**config.mk**
```make
export PLATFORM = sky130hd
export DESIGN_NAME = asram_ctrl
export DESIGN_NICKNAME = d
export VERILOG_FILES = /design/src/rtl/asram_pkg.sv /design/src/rtl/asram_pwrup.sv /design/src/rtl/asram_phase_timer.sv /design/src/rtl/asram_rd_capture.sv /design/src/rtl/asram_ctrl.sv
export SDC_FILE = /design/constraint.sdc
export NUM_CORES = 1
export LEC_CHECK = 0
export BUFFER_PORTS_ARGS = -buffer_cell sky130_fd_sc_hd__buf_2
export CAP_MARGIN = 10
export CORE_MARGIN = 5
export CORE_UTILIZATION = 35
export DETAILED_ROUTE_END_ITERATION = 10
export HOLD_SLACK_MARGIN = 0.15
export PLACE_DENSITY = 0.67
export SYNTH_ARGS = -nofsm -noshare
export SYNTH_HDL_FRONTEND = slang
export SYNTH_HIERARCHICAL = 1
export SYNTH_SLANG_ARGS = --single-unit
```
**constraint.sdc**
```tcl
create_clock -name clk -period 5.95 [get_ports clk]
set_clock_uncertainty 0.05 [all_clocks]
set_input_delay 1.4875 -clock clk [delete_from_list [all_inputs] [get_ports clk]]
set_output_delay 1.4875 -clock clk [all_outputs]
set_load 0.005 [all_outputs]
```
**src/rtl/asram_pkg.sv**
```systemverilog
package asram_pkg;

    typedef enum logic [2:0] {
        ST_POWERUP,
        ST_IDLE,
        ST_READ,
        ST_TURN,
        ST_WRITE
    } asram_state_e;

    function automatic int cdiv(input int num, input int den);
        return (num + den - 1) / den;
    endfunction

    function automatic int imax(input int a, input int b);
        return (a > b) ? a : b;
    endfunction

endpackage

```
**src/rtl/asram_pwrup.sv**
```systemverilog
module asram_pwrup #(
    parameter int LIMIT = 200000
) (
    input  logic clk,
    input  logic rst_n,
    output logic done
);
    localparam int W = $clog2(LIMIT + 2);

    logic [W-1:0] cnt_q;

    assign done = (cnt_q == W'(LIMIT));

    always_ff @(posedge clk or negedge rst_n) begin
        if (!rst_n) begin
            cnt_q <= '0;
        end else if (!done) begin
            cnt_q <= cnt_q + 1'b1;
        end
    end

    // once the wait is over it never restarts
    assert_pwrup_sticky_R1: assert property (@(posedge clk) disable iff (!rst_n)
        done |=> done);

endmodule

```
**src/rtl/asram_phase_timer.sv**
```systemverilog
module asram_phase_timer #(
    parameter int W = 3
) (
    input  logic         clk,
    input  logic         rst_n,
    input  logic         load,
    input  logic [W-1:0] load_val,
    output logic         last
);
    logic [W-1:0] cnt_q;

    assign last = (cnt_q == '0);

    always_ff @(posedge clk or negedge rst_n) begin
        if (!rst_n) begin
            cnt_q <= '0;
        end else if (load) begin
            cnt_q <= load_val - 1'b1;
        end else if (!last) begin
            cnt_q <= cnt_q - 1'b1;
        end
    end

    // a phase always lasts at least one cycle
    assert_phase_len_R5: assert property (@(posedge clk) disable iff (!rst_n)
        load |-> (load_val != '0));

endmodule

```
**src/rtl/asram_rd_capture.sv**
```systemverilog
module asram_rd_capture #(
    parameter int DATA_W = 16
) (
    input  logic              clk,
    input  logic              rst_n,
    input  logic              fire,
    input  logic [1:0]        lane_en,
    input  logic [DATA_W-1:0] din,
    output logic              rd_valid,
    output logic [DATA_W-1:0] rd_data
);
    localparam int LANE_W = DATA_W / 2;

    logic [DATA_W-1:0] masked;

    for (genvar g = 0; g < 2; g++) begin : g_lane
        assign masked[g*LANE_W +: LANE_W] = lane_en[g] ? din[g*LANE_W +: LANE_W] : '0;
    end

    always_ff @(posedge clk or negedge rst_n) begin
        if (!rst_n) begin
            rd_valid <= 1'b0;
            rd_data  <= '0;
        end else begin
            rd_valid <= fire;
            if (fire) begin
                rd_data <= masked;
            end
        end
    end

    // the valid strobe is a single-cycle pulse
    assert_valid_pulse_R4: assert property (@(posedge clk) disable iff (!rst_n)
        rd_valid |=> !rd_valid);

endmodule

```
**src/rtl/asram_ctrl.sv**
```systemverilog
module asram_ctrl
    import asram_pkg::*;
#(
    parameter int ADDR_W        = 20,
    parameter int DATA_W        = 16,
    parameter int CLK_PERIOD_PS = 5000,
    parameter int POWERUP_PS    = 1000000000,
    parameter int T_RC_PS       = 10000,
    parameter int T_AA_PS       = 10000,
    parameter int T_WC_PS       = 10000,
    parameter int T_PWE_PS      = 7000,
    parameter int T_AW_PS       = 7000,
    parameter int T_SD_PS       = 5500
) (
    input  logic              clk,
    input  logic              rst_n,
    input  logic              req,
    input  logic              req_wr,
    input  logic [ADDR_W-1:0] req_addr,
    input  logic [DATA_W-1:0] req_wdata,
    input  logic [1:0]        req_mask,
    output logic              ready,
    output logic              rd_valid,
    output logic [DATA_W-1:0] rd_data,
    output logic [ADDR_W-1:0] mem_addr,
    output logic              mem_sel_n,
    output logic              mem_sel,
    output logic              mem_rd_n,
    output logic              mem_wr_n,
    output logic              mem_lane_lo_n,
    output logic              mem_lane_hi_n,
    output logic [DATA_W-1:0] mem_dout,
    output logic              mem_drive,
    input  logic [DATA_W-1:0] mem_din
);
    localparam int PWR_CYC = cdiv(POWERUP_PS, CLK_PERIOD_PS);
    localparam int RD_CYC  = imax(1, imax(cdiv(T_AA_PS, CLK_PERIOD_PS),
                                          cdiv(T_RC_PS, CLK_PERIOD_PS)));
    localparam int WR_CYC  = imax(1, imax(imax(cdiv(T_PWE_PS, CLK_PERIOD_PS),
                                               cdiv(T_AW_PS, CLK_PERIOD_PS)),
                                          imax(cdiv(T_SD_PS, CLK_PERIOD_PS),
                                               cdiv(T_WC_PS, CLK_PERIOD_PS) - 1)));
    localparam int TMR_W   = $clog2(imax(RD_CYC, WR_CYC) + 1);

    asram_state_e    st_q, st_d;
    logic            pwr_done;
    logic            tmr_last;
    logic            accept;
    logic            cap_fire;
    logic [1:0]      mask_q;
    logic [TMR_W-1:0] tmr_val;

    assign ready    = (st_q == ST_IDLE);
    assign accept   = req && ready;
    assign tmr_val  = req_wr ? TMR_W'(WR_CYC) : TMR_W'(RD_CYC);
    assign cap_fire = (st_q == ST_READ) && tmr_last;

    asram_pwrup #(.LIMIT(PWR_CYC)) u_pwrup (
        .clk   (clk),
        .rst_n (rst_n),
        .done  (pwr_done)
    );

    asram_phase_timer #(.W(TMR_W)) u_timer (
        .clk      (clk),
        .rst_n    (rst_n),
        .load     (accept),
        .load_val (tmr_val),
        .last     (tmr_last)
    );

    asram_rd_capture #(.DATA_W(DATA_W)) u_capture (
        .clk      (clk),
        .rst_n    (rst_n),
        .fire     (cap_fire),
        .lane_en  (mask_q),
        .din      (mem_din),
        .rd_valid (rd_valid),
        .rd_data  (rd_data)
    );

    // next-state logic
    always_comb begin
        st_d = st_q;
        unique case (st_q)
            ST_POWERUP: if (pwr_done) st_d = ST_IDLE;
            ST_IDLE:    if (req)      st_d = req_wr ? ST_WRITE : ST_READ;
            ST_READ:    if (tmr_last) st_d = ST_TURN;
            ST_TURN:                  st_d = ST_IDLE;
            ST_WRITE:   if (tmr_last) st_d = ST_IDLE;
            default:                  st_d = ST_POWERUP;
        endcase
    end

    // state register
    always_ff @(posedge clk or negedge rst_n) begin
        if (!rst_n) begin
            st_q <= ST_POWERUP;
        end else begin
            st_q <= st_d;
        end
    end

    // registered strobes, decoded from the state being entered
    always_ff @(posedge clk or negedge rst_n) begin
        if (!rst_n) begin
            mem_addr      <= '0;
            mem_dout      <= '0;
            mask_q        <= '0;
            mem_sel_n     <= 1'b1;
            mem_sel       <= 1'b0;
            mem_rd_n      <= 1'b1;
            mem_wr_n      <= 1'b1;
            mem_lane_lo_n <= 1'b1;
            mem_lane_hi_n <= 1'b1;
            mem_drive     <= 1'b0;
        end else begin
            if (accept) begin
                mem_addr      <= req_addr;
                mem_dout      <= req_wdata;
                mask_q        <= req_mask;
                mem_lane_lo_n <= ~req_mask[0];
                mem_lane_hi_n <= ~req_mask[1];
            end
            unique case (st_d)
                ST_READ: begin
                    mem_sel_n <= 1'b0;
                    mem_sel   <= 1'b1;
                    mem_rd_n  <= 1'b0;
                    mem_wr_n  <= 1'b1;
                    mem_drive <= 1'b0;
                end
                ST_WRITE: begin
                    mem_sel_n <= 1'b0;
                    mem_sel   <= 1'b1;
                    mem_rd_n  <= 1'b1;
                    mem_wr_n  <= 1'b0;
                    mem_drive <= 1'b1;
                end
                ST_POWERUP, ST_IDLE, ST_TURN: begin
                    mem_sel_n     <= 1'b1;
                    mem_sel       <= 1'b0;
                    mem_rd_n      <= 1'b1;
                    mem_wr_n      <= 1'b1;
                    mem_drive     <= 1'b0;
                    mem_lane_lo_n <= 1'b1;
                    mem_lane_hi_n <= 1'b1;
                end
                default: begin
                    mem_sel_n <= 1'b1;
                    mem_sel   <= 1'b0;
                    mem_rd_n  <= 1'b1;
                    mem_wr_n  <= 1'b1;
                    mem_drive <= 1'b0;
                end
            endcase
        end
    end

    // no acceptance before the power-up counter has expired
    assert_ready_gated_R1: assert property (@(posedge clk) disable iff (!rst_n)
        ready |-> pwr_done);

    // acceptance takes ready away for the next cycle
    assert_accept_drops_ready_R2: assert property (@(posedge clk) disable iff (!rst_n)
        accept |=> !ready);

    // sampling only happens while the memory is driving the bus
    assert_capture_in_read_R4: assert property (@(posedge clk) disable iff (!rst_n)
        cap_fire |-> (!mem_rd_n && mem_wr_n && !mem_sel_n && mem_sel));

    // write strobe only with both selects active and own driver on
    assert_write_selected_R5: assert property (@(posedge clk) disable iff (!rst_n)
        !mem_wr_n |-> (!mem_sel_n && mem_sel && mem_rd_n && mem_drive));

    // address, data and lanes frozen during the pulse
    assert_write_stable_R5: assert property (@(posedge clk) disable iff (!rst_n)
        (!mem_wr_n && $past(!mem_wr_n)) |->
        ($stable(mem_addr) && $stable(mem_dout) && $stable({mem_lane_hi_n, mem_lane_lo_n})));

    // all write terms release on one edge
    assert_release_together_R6: assert property (@(posedge clk) disable iff (!rst_n)
        $rose(mem_wr_n) |-> (mem_sel_n && !mem_sel && mem_lane_lo_n && mem_lane_hi_n && !mem_drive));

    // never drive against the memory
    assert_no_contention_R8: assert property (@(posedge clk) disable iff (!rst_n)
        mem_drive |-> mem_rd_n);

    // driver stays off right after output enable was low
    assert_turnaround_R8: assert property (@(posedge clk) disable iff (!rst_n)
        $past(!mem_rd_n) |-> !mem_drive);

    // idle controller leaves the memory deselected
    assert_idle_deselect_R10: assert property (@(posedge clk) disable iff (!rst_n)
        ready |-> (mem_sel_n && !mem_sel));

endmodule

```
======== Word level (Yosys, flattened, before mapping) ========
Cells that the tools add are included.
word-level totals
  register bits ........................... 85
  output and inout port bits .............. 61
cells by class
  add/subtract/negate cells ............... 2
  equality and inequality tests ........... 10
  muxes and demuxes ....................... 19
  bitwise gates (word level) .............. 2
  reductions and logical operators ........ 8
operators with widths
  kind                   number
  $add 18x1->18 const B  1
  $eq 18x18->1 const B   1
  $mux 8                 2
  $mux 3                 5
  $pmux 3 s5             1
  $eq 3x2->1 const B     4
  $mux 1                 9
  $eq 3x1->1 const B     2
  $eq 3x3->1 const B     2
  $logic_not 3->1        2
  $mux 2                 2
  $reduce_or 3->1        1
  $logic_and 1x1->1      2
  $logic_not 2->1        1
  $ne 2x1->1 const B     1
  $not 1->1              2
  $reduce_bool 2->1      1
  $reduce_or 2->1        1
  $sub 2x1->2 const B    1

======== Depth between registers and ports, before layout ========
  depth after elaboration ................. 6
  depth in mapped cells ................... 8

======== Hierarchy ========
The synthesis kept the hierarchy.
modules (own cells, without submodules)
  module             times used  cells an instance  area an instance (µm²)  sequential area each (µm²)
  asram_ctrl         1           120                1924.3                  1207.4
  asram_pwrup        1           78                 863.3                   450.4
  asram_rd_capture   1           70                 673.1                   425.4
  asram_phase_timer  1           8                  92.6                    50.0

======== Worst setup path before layout ========
No wires, ideal clock.
  kind .................................... input port to flip-flop
  from .................................... input req
  to ...................................... register mask_q[0]
  library setup time ...................... 0.125 ns
  arrival ................................. 2.254 ns
  required time ........................... 5.775 ns
  slack ................................... 3.521 ns
  stages .................................. 5
  path through ............................ nand2b_4 nor2_4 buf_6 buf_6 mux2_4
on the way
  word-level cells in the longest chain between the ends .. 1
ends and longest elaborated chain
  item                  RTL line           RTL
  from (decl)           asram_ctrl.sv:17   input logic req,
  $logic_and 1x1->1     asram_ctrl.sv:54   assign accept = req && ready;
  net accept            asram_ctrl.sv:48   logic accept;
  to (signal assigned)  asram_ctrl.sv:121  mask_q <= req_mask;
  to (decl)             asram_ctrl.sv:50   logic [1:0] mask_q;
The timed path passes the listed nets, and every way through them passes these cells.
A chain may end at the register's enable or synchronous reset.

======== Final worst setup path ========
  from .................................... input req
  to ...................................... register mem_addr[18]
on the way
  word-level cells in the longest chain between the ends .. 1
ends and longest elaborated chain
  item                  RTL line           RTL
  $logic_and 1x1->1     asram_ctrl.sv:54
  to (signal assigned)  asram_ctrl.sv:119  mem_addr <= req_addr;
  to (decl)             asram_ctrl.sv:25   output logic [ADDR_W-1:0] mem_addr,
Every way passes these cells.

==> metrics.md <==
| Metric | Value |
|---|---|
| Outcome | finished clean |
| DR pass1 iterations | 4 |
| Core Footprint | 0.00982 mm^2 |
| ANT nets after route | 0 |
| GRT overflow | 0 |
| Max-slew violations | 0 |
| Cells after Synth | 276 |
| Critical R2R Launch | st_q[1] |
| PD cells | 247 mW/mm^2 |
| Synthesis-to-layout area growth | 26.1% |
| R2R Path End | mem_addr[18] |
| Post-synth top area cell | dfrtp_1 |
| Most frequent cells in the layout | buf_2 (117), dfrtp_1 (80), mux2_1 (30), nand3_1 (23), inv_1 (22) |
| Fill cells | 946 |
| Die Y | 111 um |
| Slew Limit Headroom | 30.1% |
| Leak | 2.24 nW |
| Min-delay src | u_pwrup/cnt_q[17] |
| FF-to-FF path depth | 4 |
| GRT Total Usage | 12.2% |
| Reg clk slew, reported paths | 80 ps |
| Hold Crit Depth | 1 |
| Number of synthesized register bits | 85 |
| Final setup fails | 0 |
| Clock root cell | clkbuf_8 |
| Via density per instance | 4.64 |
| Resized Gates After CTS | 0 |
| Post-CTS setup buffers | 0 |
| Fin cells | 535 |
| Rows | 36 |
| First-pass GRT wire length | 12400 um |
| Min-Delay Endpoint | u_pwrup/cnt_q[17] |
| Crit end category | flop |
| Die Wd | 111 um |
| GP Congestion | 0.766 |
| DPL Wire Length | 5320 um |
| Commonest non-fill, non-tap cell in the layout | buf_2 |
| Wirelength, routed | 7330 um |
| # DRC | 0 |
| Post-CTS Hold Fix Bufs | 0 |
| Initial Utilization | 36.2% |
| CTS sink count | 85 |
| RSZ-0062 raised after global routing | false |
| Post-synth cell types | 45 |
| Register-to-register setup slack | 3820 ps |
| HP Class | reg -> reg |
| Number of nets in the layout | 457 |
| Mapped Avg Cell Area | 12.9 um^2 |
| CTS tree | done |
| Synth warnings | 6 |
| Total CTS buffers | 9 |
| Final setup margin | 3150 ps |
| Design Power | 1.10 mW |
| PortBufs | 118 |
| Worst Path Required | 6130 ps |
| Placed Area | 0.00426 mm^2 |
| Post-Place Worst Slack | 2770 ps |
| WS Path Type | in -> reg |
| Largest net degree at the start of global routing | 86 |
| Post-layout min period | 2800 ps |
| Layout cells sized above 1 | 39.3% |
| Max-cap violations | 0 |
| H-tree levels | 3 |
| WP data arrival | 2970 ps |
| Clk buf depth | 2 |
| Post-synthesis cell area | 0.00355 mm^2 |
| Yosys top cell area share | 56.3% |
| Period utilization | 47.0% |
| Initial antenna violation count | 0 |
| Design area | 0.00448 mm^2 |
| Vias in the first global route | 2551 |
| Vias | 2480 |
| Max IR drop VDD | 0.000124 V |
| Worst-margin pin slew | 1050 ps |
| Synth area leaders | dfrtp_1 (56%), mux2_1 (9.5%), mux2_4 (3.8%) |
| Asr flop ratio synth | 100% |
| Startpoint Class | input pin |
| Dpl cells | 519 |
| # IOs | 119 |
| Fin Setup TNS | 0 ps |
| Seq/Total Area, Yosys | 60.0% |
| Main synth FF type | dfrtp_1 |
| Ant diodes | 0 |
| Post-synth EDFFs | 0 |
| WL per Instance | 13.7 um |
| Worst-Skew Late Latency | 340 ps |
| Final Hold Fails | 0 |
| F_max | 0.357 GHz |
| Crit-path max FO | 22 |
| Drt initial violations | 104 |
| Die ar. | 0.0123 mm^2 |
## report_power, final
group | switching (mW) | leakage, nW | internal, mW | total (mW)
clock | 0.208 | 0.107 | 0.240 | 0.449
combinational | 0.0271 | 1.11 | 0.0310 | 0.0581
sequential | 0.00760 | 1.03 | 0.590 | 0.598
total | 0.243 | 2.24 | 0.862 | 1.10
## how the worst max path moves through the flow
stage                     from      endpoint  slack (ps)  cells after the start
after floorplan            req     mask_q[0]        3520                      5
after global placement     req  mem_addr[18]        2780                      5
after detailed placement   req  mem_addr[18]        2770                      5
after CTS                  req  mem_addr[18]        3150                      5
after global routing       req  mem_addr[17]        3050                      5
final                      req  mem_addr[18]        3150                      5
## stage by stage
stage | utilization (%) | hold WS [ps]
detailed placement | 43.4 | 416
floorplan | - | 387
CTS | 45.6 | 431
global placement | 43.4 | 412
global route | 45.6 | 447
finish | 45.6 | 434
## cell usage after synthesis (2+ instances only)
library cell  instances
dfrtp_1              80
mux2_1               30
nand3_1              23
inv_1                22
o21ai_0              18
xnor2_1              10
mux2_4                9
nand2_1               8
nor2_1                8
xor2_1                7
dfstp_2               5
and3_1                4
buf_2                 4
nand2b_1              3
nand4_1               3
nor3_1                3
buf_4                 2
buf_6                 2
clkbuf_1              2
conb_1                2
ha_1                  2
mux2i_1               2
nand2b_4              2
nand3b_1              2
nor4_1                2
o311ai_1              2
## metal layers
layer  global-route usage, %  vias up  wire [um]
met3                    4.26        2        496
met2                    20.7       69       3680
met5                       0        -          0
met1                    14.4     1222       3110
li1                        -     1187          -
met4                    3.78        0         47
## worst max-delay path, stage by stage
cell      delay [ps]
buf_2            120
nand2b_4          80
nor2_4           490
buf_4            420
mux2_1           360
## cell families after synthesis
logic type,synth area share (%)
other,0.211
AND/OR/NAND/NOR,12.0
multiplexers,13.9
AO/OA/AOI/OAI,4.54
XOR/XNOR,4.19
buffers and inverters,4.40
adder cells (fa/ha/maj),0.704
flip-flops,60.0
## final cells by class
type	count	area, um^2	share of cell area, %
inverter	24	91.3	2.04
clock buffer	10	128	2.85
timing repair buffer	119	601	13.4
clock inverter	6	93.8	2.09
multi-input combinational	158	1270	28.3
tap	133	166	3.71
sequential	85	2130	47.6
## registers in the layout, indices dropped and copies added, names as in the netlist
signal              count
mem_drive               1
mem_wr_n                1
mem_addr               20
mask_q                  2
u_timer/cnt_q           2
mem_dout               16
mem_sel_n               1
u_capture/rd_data      16
mem_sel                 1
st_q                    3
mem_rd_n                1
mem_lane_lo_n           1
u_pwrup/cnt_q          18
u_capture/rd_valid      1
mem_lane_hi_n           1
Power figures use the tool's default switching activity.
